--- src/rtl/phy_mgmt_pkg.sv ---
package phy_mgmt_pkg;
  localparam int PHY_AW     = 5;
  localparam int REG_AW     = 5;
  localparam int DATA_W     = 16;
  localparam int PRE_BITS   = 32;
  localparam int TA_FIRST   = PRE_BITS + 2 + 2 + PHY_AW + REG_AW;
  localparam int DATA_FIRST = TA_FIRST + 2;
  localparam int FRAME_BITS = DATA_FIRST + DATA_W;

  // Command register layout
  localparam int F_REG_LSB = DATA_W;
  localparam int F_PHY_LSB = F_REG_LSB + REG_AW;
  localparam int F_RD_BIT  = F_PHY_LSB + PHY_AW;
  localparam int F_WR_BIT  = F_RD_BIT + 1;
  localparam int CMD_W     = F_WR_BIT + 1;

  typedef enum logic [1:0] {
    OP_WRITE = 2'b01,
    OP_READ  = 2'b10
  } mgmt_op_e;

  typedef struct packed {
    logic [PHY_AW-1:0] phy;
    logic [REG_AW-1:0] regad;
    logic              is_rd;
  } mgmt_req_t;
endpackage

--- src/rtl/mgmt_clk_div.sv ---
module mgmt_clk_div #(
  parameter int DIV = 40
) (
  input  logic clk,
  input  logic rst_n,
  input  logic run,
  output logic mdc,
  output logic rise_tick,
  output logic fall_tick
);
  localparam int HALF = DIV / 2;
  localparam int CW   = $clog2(DIV);

  logic [CW-1:0] cnt;

  assign rise_tick = run && (cnt == CW'(HALF - 1));
  assign fall_tick = run && (cnt == CW'(DIV - 1));

  always_ff @(posedge clk) begin
    if (!rst_n || !run) begin
      cnt <= '0;
      mdc <= 1'b0;
    end else begin
      cnt <= fall_tick ? '0 : cnt + 1'b1;
      if (rise_tick) mdc <= 1'b1;
      if (fall_tick) mdc <= 1'b0;
    end
  end
endmodule

--- src/rtl/mgmt_frame_engine.sv ---
module mgmt_frame_engine
  import phy_mgmt_pkg::*;
(
  input  logic              clk,
  input  logic              rst_n,
  input  logic              start,
  input  mgmt_req_t         req,
  input  logic [DATA_W-1:0] wdata,
  input  logic              rise_tick,
  input  logic              fall_tick,
  input  logic              mdio_i,
  output logic              active,
  output logic              mdio_o,
  output logic              mdio_oe,
  output logic              done,
  output logic [DATA_W-1:0] rd_data
);
  localparam int IW = $clog2(FRAME_BITS);

  logic [FRAME_BITS-1:0] shift;
  logic [IW-1:0]         idx;
  logic                  is_rd_q;
  logic [1:0]            op_code;
  logic [1:0]            ta_code;
  logic [DATA_W-1:0]     data_fill;

  assign op_code   = req.is_rd ? OP_READ : OP_WRITE;
  assign ta_code   = req.is_rd ? 2'b11 : 2'b10;
  assign data_fill = req.is_rd ? '1 : wdata;

  assign done    = active && fall_tick && (idx == IW'(FRAME_BITS - 1));
  assign mdio_o  = shift[FRAME_BITS-1];
  assign mdio_oe = active && !(is_rd_q && (int'(idx) >= TA_FIRST));

  always_ff @(posedge clk) begin
    if (!rst_n) begin
      shift   <= '0;
      idx     <= '0;
      active  <= 1'b0;
      is_rd_q <= 1'b0;
      rd_data <= '0;
    end else if (start && !active) begin
      shift   <= {{PRE_BITS{1'b1}}, 2'b01, op_code, req.phy, req.regad, ta_code, data_fill};
      idx     <= '0;
      active  <= 1'b1;
      is_rd_q <= req.is_rd;
    end else if (active) begin
      if (rise_tick && is_rd_q && (int'(idx) >= DATA_FIRST))
        rd_data <= {rd_data[DATA_W-2:0], mdio_i};
      if (done) begin
        active <= 1'b0;
      end else if (fall_tick) begin
        shift <= {shift[FRAME_BITS-2:0], 1'b1};
        idx   <= idx + 1'b1;
      end
    end
  end
endmodule

--- src/rtl/phy_mgmt_ctrl.sv ---
module phy_mgmt_ctrl
  import phy_mgmt_pkg::*;
#(
  parameter int MDC_DIV = 40
) (
  input  logic             clk,
  input  logic             rst_n,
  input  logic             reg_wr,
  input  logic             reg_sel,
  input  logic [CMD_W-1:0] reg_wdata,
  output logic [CMD_W-1:0] cmd_rdata,
  output logic             mdc,
  output logic             mdio_o,
  output logic             mdio_oe,
  input  logic             mdio_i
);
  logic              rd_go, wr_go, busy;
  logic [PHY_AW-1:0] phy_q;
  logic [REG_AW-1:0] reg_q;
  logic [DATA_W-1:0] wval_q, rdata_q, eng_rd;
  logic              cmd_wr, req_rd, req_wr, start;
  logic              rise_tick, fall_tick, eng_active, eng_done;
  mgmt_req_t         req;

  assign busy   = rd_go || wr_go;
  assign cmd_wr = reg_wr && !reg_sel;
  assign req_rd = reg_wdata[F_RD_BIT];
  assign req_wr = reg_wdata[F_WR_BIT] && !req_rd;
  assign start  = cmd_wr && !busy && (req_rd || req_wr);

  assign req.phy   = reg_wdata[F_PHY_LSB +: PHY_AW];
  assign req.regad = reg_wdata[F_REG_LSB +: REG_AW];
  assign req.is_rd = req_rd;

  always_ff @(posedge clk) begin
    if (!rst_n) begin
      rd_go   <= 1'b0;
      wr_go   <= 1'b0;
      phy_q   <= '0;
      reg_q   <= '0;
      wval_q  <= '0;
      rdata_q <= '0;
    end else begin
      if (cmd_wr && !busy) begin
        phy_q <= req.phy;
        reg_q <= req.regad;
        rd_go <= req_rd;
        wr_go <= req_wr;
      end else if (eng_done) begin
        rd_go <= 1'b0;
        wr_go <= 1'b0;
        if (rd_go) rdata_q <= eng_rd;
      end
      if (reg_wr && reg_sel) wval_q <= reg_wdata[DATA_W-1:0];
    end
  end

  assign cmd_rdata = {wr_go, rd_go, phy_q, reg_q, rdata_q};

  mgmt_clk_div #(.DIV(MDC_DIV)) u_div (
    .clk(clk), .rst_n(rst_n), .run(busy),
    .mdc(mdc), .rise_tick(rise_tick), .fall_tick(fall_tick)
  );

  mgmt_frame_engine u_eng (
    .clk(clk), .rst_n(rst_n), .start(start), .req(req), .wdata(wval_q),
    .rise_tick(rise_tick), .fall_tick(fall_tick), .mdio_i(mdio_i),
    .active(eng_active), .mdio_o(mdio_o), .mdio_oe(mdio_oe),
    .done(eng_done), .rd_data(eng_rd)
  );

  logic unused_active;
  assign unused_active = eng_active;
endmodule

--- config.mk ---
export PLATFORM = sky130hd
export DESIGN_NAME = phy_mgmt_ctrl
export DESIGN_NICKNAME = d
export VERILOG_FILES = /design/src/rtl/phy_mgmt_pkg.sv /design/src/rtl/mgmt_clk_div.sv /design/src/rtl/mgmt_frame_engine.sv /design/src/rtl/phy_mgmt_ctrl.sv
export SDC_FILE = /design/constraint.sdc
export NUM_CORES = 1
export LEC_CHECK = 0
export BUFFER_PORTS_ARGS = -buffer_cell sky130_fd_sc_hd__buf_2
export CAP_MARGIN = 5
export CORE_MARGIN = 3
export CORE_UTILIZATION = 55
export DETAILED_ROUTE_END_ITERATION = 10
export GPL_TIMING_DRIVEN = 0
export PLACE_DENSITY = 0.76
export SYNTH_ARGS = -nofsm -noshare
export SYNTH_HDL_FRONTEND = slang
export SYNTH_SLANG_ARGS = --single-unit
export TNS_END_PERCENT = 30
--- constraint.sdc ---
create_clock -name clk -period 3.95 [get_ports clk]
set_clock_uncertainty 0.05 [all_clocks]
set_input_delay 0.395 -clock clk [delete_from_list [all_inputs] [get_ports clk]]
set_output_delay 0.395 -clock clk [all_outputs]
set_load 0.01 [all_outputs]
==> metrics, run 1 <==
r2r endpoint u_eng.shift[16]; final hold vios 0; top cells by area, synth dfxtp_1 50%, o311a_1 6.1%, a21oi_1 4.7%; IR drop worst, VDD 0.304 mV; H-tree depth 4; number of clock sinks 139; post-synthesis cell type count 48; DRT iter0 DRCs 355; share of cells above drive strength 1 0.192; first-pass GRT wire length 22.4 mm; vias in the first global route 4707; Gate Count Post-Synth 611; Avg Cell Area, Syn 9.12 um^2; ys flop type dfxtp_1; nets 727; Mapped Area 5570 um^2; Setup Crit Path Kind flip-flop to flip-flop; complex-gate fraction of the synthesized area 0.219; Startpoint Class flip-flop; RR Startpoint u_eng.idx[1]; endpoints failing setup 0; part of the Yosys area used for sequential elements 0.499; critical path fanouts, max 10; Die ar. 11400 um^2; dpl hpwl 9.19 mm; WL per Instance 16.1 um; slew at the pin with the worst max-slew slack 751 ps; worst min-delay path category input port to flip-flop; Reg2Reg Setup Slack 1540 ps; root buf cell clkbuf_8; share of the synthesized area in the top cell type 0.499; Worst R2R Path Depth 7; Die W 107 um; DR vias 4874; Top-Level Pins 64; gr usage total 0.245; initial antenna violation count 0; core area 9820 um^2; Critical Path RT 4290 ps; largest net degree at the start of global routing 17; Synth Area in Adders 0.00674; Min Clock Period, post-route 2410 ps; Hold Startpoint reg_wdata[10]; leakage 2.56 nW; RSZ-0062 raised after global routing no; TritonCTS clock tree done; Worst-Skew Late Latency 530 ps; Post-Syn Nets 647; top cells by count, synth 139 x dfxtp_1, 67 x nand2_1, 52 x a21oi_1, 42 x nor2_1; setup TNS 0 ps; Post-Route WL 13.5 mm; post-synthesis xor/xnor area fraction 0.00629; gpl congestion 0.863; n_diodes 0; mux contribution to synthesized area 0.0287; area occupied by multi-input gates 2490 um^2; flops & latches, synth 139; number of fill cells 854; hold_ws 52.3 ps; CP Data Arrival Time 2740 ps; Remaining DRCs 0; Gates resized, CTS repair 0; # hold bufs at CTS 0; CP endpoint kind flip-flop; placement row count 36; Synth area leader dfxtp_1; Worst-path clk slew 60 ps; cell with the most instances after synthesis dfxtp_1; Slew HR 0.492; status finished clean; die height 107 um; area grow syn2layout 19.1%; largest family of logic cells by synthesized area compound AO/OA/AOI/OAI gates; vias per inst 5.82; Pins Over Slew Limit 0; cts bufs inserted 17; Post-synth EDFFs 0; GR Overflow Total 0; initial core utilization 0.568; power per cell area 492 nW/um^2; Max-Cap Viols 0; post-CTS setup buffers 0; ys async rst share 0; Port-buffer cells 61; hold endpoint wval_q[10]; number of synthesis warnings 0; clk buf depth 2; fin crit share 0.609; Simple-Gate Fraction of Synth Area 0.186; storage element area 2780 um^2; hold depth 3; fmax 416 MHz; drt pass-1 iters 5; number of routed nets with antenna violations 0
[cell type report]
class                      count  area share
timing repair buffer          61      0.0460
inverter                       8     0.00453
clock inverter                14      0.0260
buffer                        58      0.0402
multi-input combinational    406       0.376
clock buffer                  18      0.0630
tap                          133      0.0251
sequential                   139       0.419
[metrics by stage]
step	util	std cells	power, mW	setup WS (ps)	instance area [um^2]
floorplan	-	611	1.65	2020	5570
global placement	0.616	805	1.70	1660	6040
detailed placement	0.616	805	1.71	1620	6040
CTS	0.676	837	3.27	1560	6640
global route	0.676	837	3.37	1380	6640
finish	0.676	837	3.26	1540	6640
[flip-flops by register name, indices dropped and copies added, names as in the netlist, 5 cells and up]
signal / flops
phy_q: 5
rdata_q: 16
reg_q: 5
u_div.cnt: 6
u_eng.idx: 6
u_eng.rd_data: 16
u_eng.shift: 64
wval_q: 16
[power breakdown]
part	internal [mW]	switching [mW]	total (mW)
combinational	0.0812	0.107	0.188
clock	0.963	0.613	1.58
sequential	1.46	0.0346	1.50
[worst max path at each step]
stage	startpoint	end	slack, ps	cells past startpoint
final	u_eng.idx[1]	u_eng.shift[16]	1540	7
after global routing	u_eng.idx[1]	u_eng.shift[13]	1380	7
after CTS	u_eng.idx[1]	u_eng.shift[16]	1560	7
after detailed placement	u_eng.idx[1]	u_eng.shift[16]	1620	7
after global placement	u_eng.idx[1]	u_eng.shift[29]	1660	7
after floorplan	u_div.cnt[0]	u_eng.idx[4]	2020	7
[metal layers]
layer  vias to the layer above  part of all wire  global-route usage
met1                      2340              0.45               0.315
met3                        19             0.047              0.0530
li1                       2390                 -                   -
met2                       125              0.49               0.401
met5                         -                 0                   0
met4                         0             0.017               0.100
[placed cells by master (no fill, tap or decap), drive strengths merged, types with 2 or more instances in the layout]
| cell type | n |
|---|---|
| o21a | 10 |
| bufinv | 3 |
| clkinv | 5 |
| xor2 | 2 |
| o21ai | 39 |
| o221a | 10 |
| xnor2 | 2 |
| a31oi | 3 |
| o31ai | 3 |
| ha | 3 |
| buf | 80 |
| nor4 | 2 |
| dfxtp | 139 |
| nand2 | 67 |
| o221ai | 3 |
| or3 | 39 |
| nor2 | 46 |
| clkinvlp | 5 |
| a21oi | 52 |
| nand3 | 11 |
| mux2i | 16 |
| clkbuf | 57 |
| a211oi | 16 |
| nor3 | 17 |
| o311a | 34 |
| inv | 9 |
| nand4 | 17 |
[logic make-up (layout without fill, tap and decap cells)]
kind of cell	count (synthesis)	in the layout
DFF	139	139
muxes	16	16
xor gates and xnor gates	4	4
AOI/OAI and AO/OA	175	175
buffers and inverters	66	159
and+or+nand+nor	208	208
adders and majority gates	3	3
[critical path: stages (launching register included)]
cell,delay [ps]
dfxtp_1,430
ha_1,210
nand3_1,130
or2_2,310
clkbuf_1,210
nand2_1,330
clkbuf_1,440
o221ai_1,160
No activity file was read; power rests on OpenSTA's default activity.
==> run 2, diff against run 1 <==
--- a/config.mk
+++ b/config.mk
@@ -5,13 +5,14 @@
 export SDC_FILE = /design/constraint.sdc
 export NUM_CORES = 1
 export LEC_CHECK = 0
+export ABC_AREA = 1
 export BUFFER_PORTS_ARGS = -buffer_cell sky130_fd_sc_hd__buf_2
 export CAP_MARGIN = 5
 export CORE_MARGIN = 3
-export CORE_UTILIZATION = 55
+export CORE_UTILIZATION = 52
 export DETAILED_ROUTE_END_ITERATION = 10
 export GPL_TIMING_DRIVEN = 0
-export PLACE_DENSITY = 0.76
+export PLACE_DENSITY = 0.75
 export SYNTH_ARGS = -nofsm -noshare
 export SYNTH_HDL_FRONTEND = slang
 export SYNTH_SLANG_ARGS = --single-unit
==> constraint.sdc (replaced) <==
create_clock -name clk -period 2.1 [get_ports clk]
set_clock_uncertainty 0.05 [all_clocks]
set_input_delay 0.21 -clock clk [delete_from_list [all_inputs] [get_ports clk]]
set_output_delay 0.21 -clock clk [all_outputs]
set_load 0.01 [all_outputs]
==> run 2 against run 1 <==
Compared with the run above: flip-flop and latch count unchanged; routed wire length down 7.0%; setup slack worse by 1400 ps; via count up 1.7%; die area up 2.1%; sequential share of layout area down 1.1 points; cell area up 2.7%; sequential power up 89%; largest power group unchanged.
==> metrics, run 2 <==
top cells by area, synth dfxtp_1 52%, nor2_1 16%, o21ai_0 8.3%; Util after Layout 0.688; GR Overflow Total 0; Worst path slowest cell dfxtp_2; worst min-delay path category input port to flip-flop; number of synthesis warnings 0; Synth Area in Adders 0.00697; Worst-path clk slew 60 ps; root buf cell clkbuf_8; DRT iter0 DRCs 316; placement row count 36; first-pass GRT wire length 21.3 mm; dpl hpwl 8.37 mm; Worst path top cell family by delay compound AO/OA/AOI/OAI gates; gpl congestion 0.865; CP Data Arrival Time 1720 ps; power per cell area 925 nW/um^2; Remaining DRCs 0; fin crit share 0.945; top cells by count, synth 225 x nor2_1, 139 x dfxtp_1, 89 x o21ai_0, 81 x nand2_1, 30 x a21oi_1; Avg Cell Area, Syn 7.55 um^2; critical path fanouts, max 4; Min Clock Period, post-route 1980 ps; RSZ-0062 raised after global routing yes; TritonCTS clock tree done; Port-buffer cells 63; gr usage total 0.228; CP endpoint kind primary output; leakage 2.88 nW; cts bufs inserted 17; number of clock sinks 139; largest family of logic cells by synthesized area simple AND/OR/NAND/NOR gates; status finished clean; flops & latches, synth 139; nets 863; ys async rst share 0; final hold vios 0; vias per inst 5.09; Slew HR 0.624; DR vias 4956; number of routed nets with antenna violations 0; clk buf depth 2; share of the synthesized area in the top cell type 0.517; Post-Place Cell Area 5870 um^2; core area 9910 um^2; Gate Count Post-Synth 713; endpoints failing setup 0; vias in the first global route 4778; Die W 108 um; Max-Cap Viols 0; pre-CTS WS 109 ps; Post-Syn Nets 749; Setup Crit Path Kind flip-flop to primary output; area grow syn2layout 26.5%; part of the Yosys area used for sequential elements 0.517; ys flop type dfxtp_1; post-synthesis xor/xnor area fraction 0.00976; initial antenna violation count 0; Critical Path RT 1840 ps; cell with the most instances after synthesis nor2_1; Post-Route WL 12.6 mm; initial core utilization 0.543; Simple-Gate Fraction of Synth Area 0.299; slew at the pin with the worst max-slew slack 564 ps; H-tree depth 4; n_diodes 0; complex-gate fraction of the synthesized area 0.113; setup ws final 116 ps; largest net degree at the start of global routing 17; Pins Over Slew Limit 0; Startpoint Class flip-flop; hold_ws 30.1 ps; Synth area leader dfxtp_1; max incr delay on CP 340 ps; WL per Instance 12.9 um; commonest non-fill, non-tap cell in the layout nor2_1; Top-Level Pins 64; share of cells above drive strength 1 0.168; Reg with most FFs u_eng.shift; overall power 6.30 mW; Reg2Reg Setup Slack 160 ps; Worst-Skew Late Latency 520 ps; Post-synth EDFFs 0; die height 108 um; commonest non-fill, non-tap cells in the layout 223 x nor2_1, 138 x dfxtp_1, 88 x o21ai_0; Largest register FFs 64; IR drop worst, VDD 0.548 mV; Die ar. 11600 um^2; mux contribution to synthesized area 0; drt pass-1 iters 4; fin area 6810 um^2; cells along the critical path inv_1, ha_2, nor2_2, o21ai_1, a31oi_1, buf_2; Mapped Area 5390 um^2; fmax 504 MHz; crit path buf inv count 2; post-synthesis cell type count 28
## run 2: cell count changes after synthesis, sizes merged, moves of 5 or more
cell,change
nor2,+184
inv,+18
o311a,-34
nand4,+5
o221a,-10
a21oi,-22
clkbuf,-18
mux2i,-16
nand2,+16
o21a,-10
o21ai,+51
nand3b,+14
or3,-39
a211oi,-16
## run 2: repair_timing
action / in CTS / in global routing
gates resized for setup: 0 / 12
endpoints found under the setup margin: 0 / 80
setup buffers: 0 / 3
endpoints found under the hold margin: 31 / 0
hold buffers: 29 / 0
## run 2: metal layers
metal	part of all wire	wire [um]	track usage	up-vias
met5	0	0	0	-
met4	0.025	320	0.0938	0
met3	0.044	558	0.0504	32
met2	0.48	6040	0.387	122
met1	0.45	5640	0.278	2260
li1	-	-	-	2542
## run 2: logic make-up (layout without fill, tap and decap cells)
| kind of cell | count (synthesis) | count (layout) |
|---|---|---|
| AND/OR/NAND/NOR | 377 | 377 |
| flip-flops | 139 | 139 |
| AO/OA/AOI/OAI | 121 | 121 |
| buffers and inverters | 67 | 194 |
| XOR/XNOR | 6 | 6 |
| adder cells (fa/ha/maj) | 3 | 3 |
## run 2: final timing paths
path,start,to,cells after the start
worst max-delay path,u_eng.idx[0],mdio_oe,6
worst min register to register,u_div.mdc,u_div.mdc,2
worst max register to register,u_div.cnt[0],rdata_q[13],9
worst min-delay path,rst_n,u_eng.shift[28],3
## run 2: worst min-delay path: cells and delay by family
kind | cells | cell delay (ps)
buf+inv | 2 | 290
compound gates | 1 | 60
## run 2: cell type report
type,instances,area [um^2]
Fill cell,828,3100
Sequential cell,139,2780
Multi-Input combinational cell,507,2340
Timing Repair Buffer,95,628
Clock buffer,17,414
Buffer,41,196
Clock inverter,15,189
Tap cell,133,166
Inverter,26,97.6
## run 2: through the flow
stage	TNS, ps	cells
final	0	973
after global routing	-32.2	973
after CTS	0	970
after detailed placement	0	909
after global placement	0	909
after floorplan	0	713
## run 2: power breakdown
| group | switching, mW | leakage, nW | internal, mW |
|---|---|---|---|
| clock network | 1.19 | 0.290 | 1.83 |
| logic | 0.264 | 1.45 | 0.187 |
| registers | 0.0677 | 1.13 | 2.77 |
| total | 1.52 | 2.88 | 4.78 |
==> run 3, diff against run 2 <==
--- a/config.mk
+++ b/config.mk
@@ -8,6 +8,7 @@
 export ABC_AREA = 1
 export BUFFER_PORTS_ARGS = -buffer_cell sky130_fd_sc_hd__buf_2
 export CAP_MARGIN = 5
+export CORE_ASPECT_RATIO = 0.75
 export CORE_MARGIN = 3
 export CORE_UTILIZATION = 52
 export DETAILED_ROUTE_END_ITERATION = 10
==> run 3 against run 2 <==
Compared with the run above: non-clock buffer count down 26; global-route usage decreased by 0.46 points; via count down 1.9%; routed wire length increased by 0.64%; first-iteration DRC count rose by 19%; count of clock-buffer cells in the layout up 9; cell count is 2.8% lower; die area is 0.11% higher; core utilization is 2.7 points lower; highest routed layer unchanged; critical path type is now flip-flop to flip-flop; total power fell by 3.2%; clock power decreased by 6%; register-to-register slack barely moved.
==> metrics, run 3 (same netlist as run 2, synthesis figures left out) <==
Int Power 4.70 mW; die height 94.1 um; r2r endpoint rdata_q[5]; DR vias 4860; drt pass-1 iters 5; Setup Crit Path Kind flip-flop to flip-flop; Min Clock Period, post-route 1950 ps; clk buf depth 2; number of fill cells 826; RSZ-0062 raised after global routing no; critical path fanouts, max 10; Port-buffer cells 63; cts bufs inserted 17; DRT iter0 DRCs 376; Reg2Reg Setup Slack 150 ps; storage element area 2780 um^2; Logic pwr share 0.068; setup TNS 0 ps; Remaining DRCs 0; number of routed nets with antenna violations 0; Clock Power Share 0.466; Top-Level Pins 64; fin area 6510 um^2; Critical Path RT 2390 ps; worst min-delay path category input port to flip-flop; vias per inst 5.14; final hold vios 0; post-route insts no fill 946; Worst-Skew Late Latency 420 ps; Pins Over Slew Limit 0; Psw 1.39 mW; status finished clean; Worst R2R Path Depth 9; sequential share of power 0.465; fin crit share 0.930; dpl hpwl 8.90 mm; Slew HR 0.564; endpoints failing setup 0; Sw Ratio 0.229; power per cell area 936 nW/um^2; crit path capture rdata_q[5]; initial core utilization 0.547; leakage 2.76 nW; H-tree depth 4; GR Overflow Total 0; nets 837; Startpoint Class flip-flop; fmax 512 MHz; Max-Cap Viols 0; core area 9850 um^2; Post-Place Cell Area 5870 um^2; largest net degree at the start of global routing 17; Util after Layout 0.661; vias in the first global route 4331; setup ws final 147 ps; commonest non-fill, non-tap cells in the layout 225 x nor2_1, 139 x dfxtp_1, 89 x o21ai_0; area occupied by multi-input gates 2330 um^2; placement row count 31; Worst-path clk slew 60 ps; CP Data Arrival Time 2250 ps; root buf cell clkbuf_16; Post-Route WL 12.6 mm; share of cells above drive strength 1 0.166; CP Launch Point u_div.cnt[0]; area grow syn2layout 20.9%; TritonCTS clock tree done; commonest non-fill, non-tap cell in the layout nor2_1; pre-CTS WS 112 ps; CP endpoint kind flip-flop; initial antenna violation count 0; Reg with most FFs u_eng.shift; number of clock sinks 139; IR drop worst, VDD 0.515 mV; Die W 124 um; WL per Instance 13.4 um; n_diodes 0; gr usage total 0.223; first-pass GRT wire length 20.2 mm; Placed Cells 908; slew at the pin with the worst max-slew slack 654 ps; Largest register FFs 64; Die ar. 11600 um^2; RR Startpoint u_div.cnt[0]; gpl congestion 0.806
[run 3: cell types whose count changed in the layout (fill, tap and decap cells not counted), sizes merged]
cell / change
clkinv: -3
clkbuf: +11
inv: -4
dlygate4sd3: -27
bufinv: -2
buf: -1
[run 3: power by group through the flow]
stage | registers [mW] | logic [mW] | clock network, mW
after CTS | 2.84 | 0.415 | 2.86
after global placement | 2.88 | 0.389 | 0
after global routing | 2.85 | 0.473 | 2.99
after detailed placement | 2.89 | 0.408 | 0
final | 2.84 | 0.416 | 2.84
after floorplan | 2.88 | 0.273 | 0
[run 3: worst max-delay path: stages (launching register included)]
cell     delay [ps]
dfxtp_1         380
ha_2            250
nand2_1         110
nor2_4          160
nand2_1         120
nor2_4          200
buf_4           160
buf_4           160
nand4_1         100
a21oi_1         190
[run 3: how the worst min path moves through the flow]
| stage | startpoint | endpoint | cells past startpoint |
|---|---|---|---|
| floorplan | reg_wdata[26] | rd_go | 2 |
| global placement | u_div.mdc | u_div.mdc | 2 |
| detailed placement | u_div.mdc | u_div.mdc | 2 |
| CTS | reg_wdata[10] | wval_q[10] | 3 |
| global route | reg_wdata[14] | wval_q[14] | 3 |
| finish | reg_wdata[10] | wval_q[10] | 3 |
[run 3: final cells by class]
cell class | instances | area share
Multi-Input combinational cell | 507 | 0.358
Buffer | 41 | 0.0307
Clock inverter | 6 | 0.00922
Inverter | 26 | 0.0154
Sequential cell | 139 | 0.427
Timing Repair Buffer | 69 | 0.0561
Clock buffer | 26 | 0.0782
Tap cell | 132 | 0.0254
[run 3: timing repair]
item                                   in CTS  in global routing
gates resized for setup                     0                 10
setup endpoints to repair                   0                 72
hold buffers                                2                  0
endpoints found under the hold margin       2                  0
buffers inserted                            0                  4
[run 3: metal layers]
| layer | share of wire | GRT usage | vias to the layer above |
|---|---|---|---|
| met5 | 0 | 0 | - |
| met4 | 0.015 | 0.0931 | 0 |
| met3 | 0.062 | 0.0506 | 17 |
| met2 | 0.46 | 0.353 | 142 |
| met1 | 0.47 | 0.294 | 2206 |
| li1 | - | - | 2495 |
[run 3: per-stage QoR]
step           hold WS [ps]  total power, mW
6_report               2.35             6.10
5_1_grt                13.9             6.31
4_1_cts                2.25             6.12
3_5_place_dp            400             3.30
3_3_place_gp            385             3.27
2_1_floorplan           307             3.15
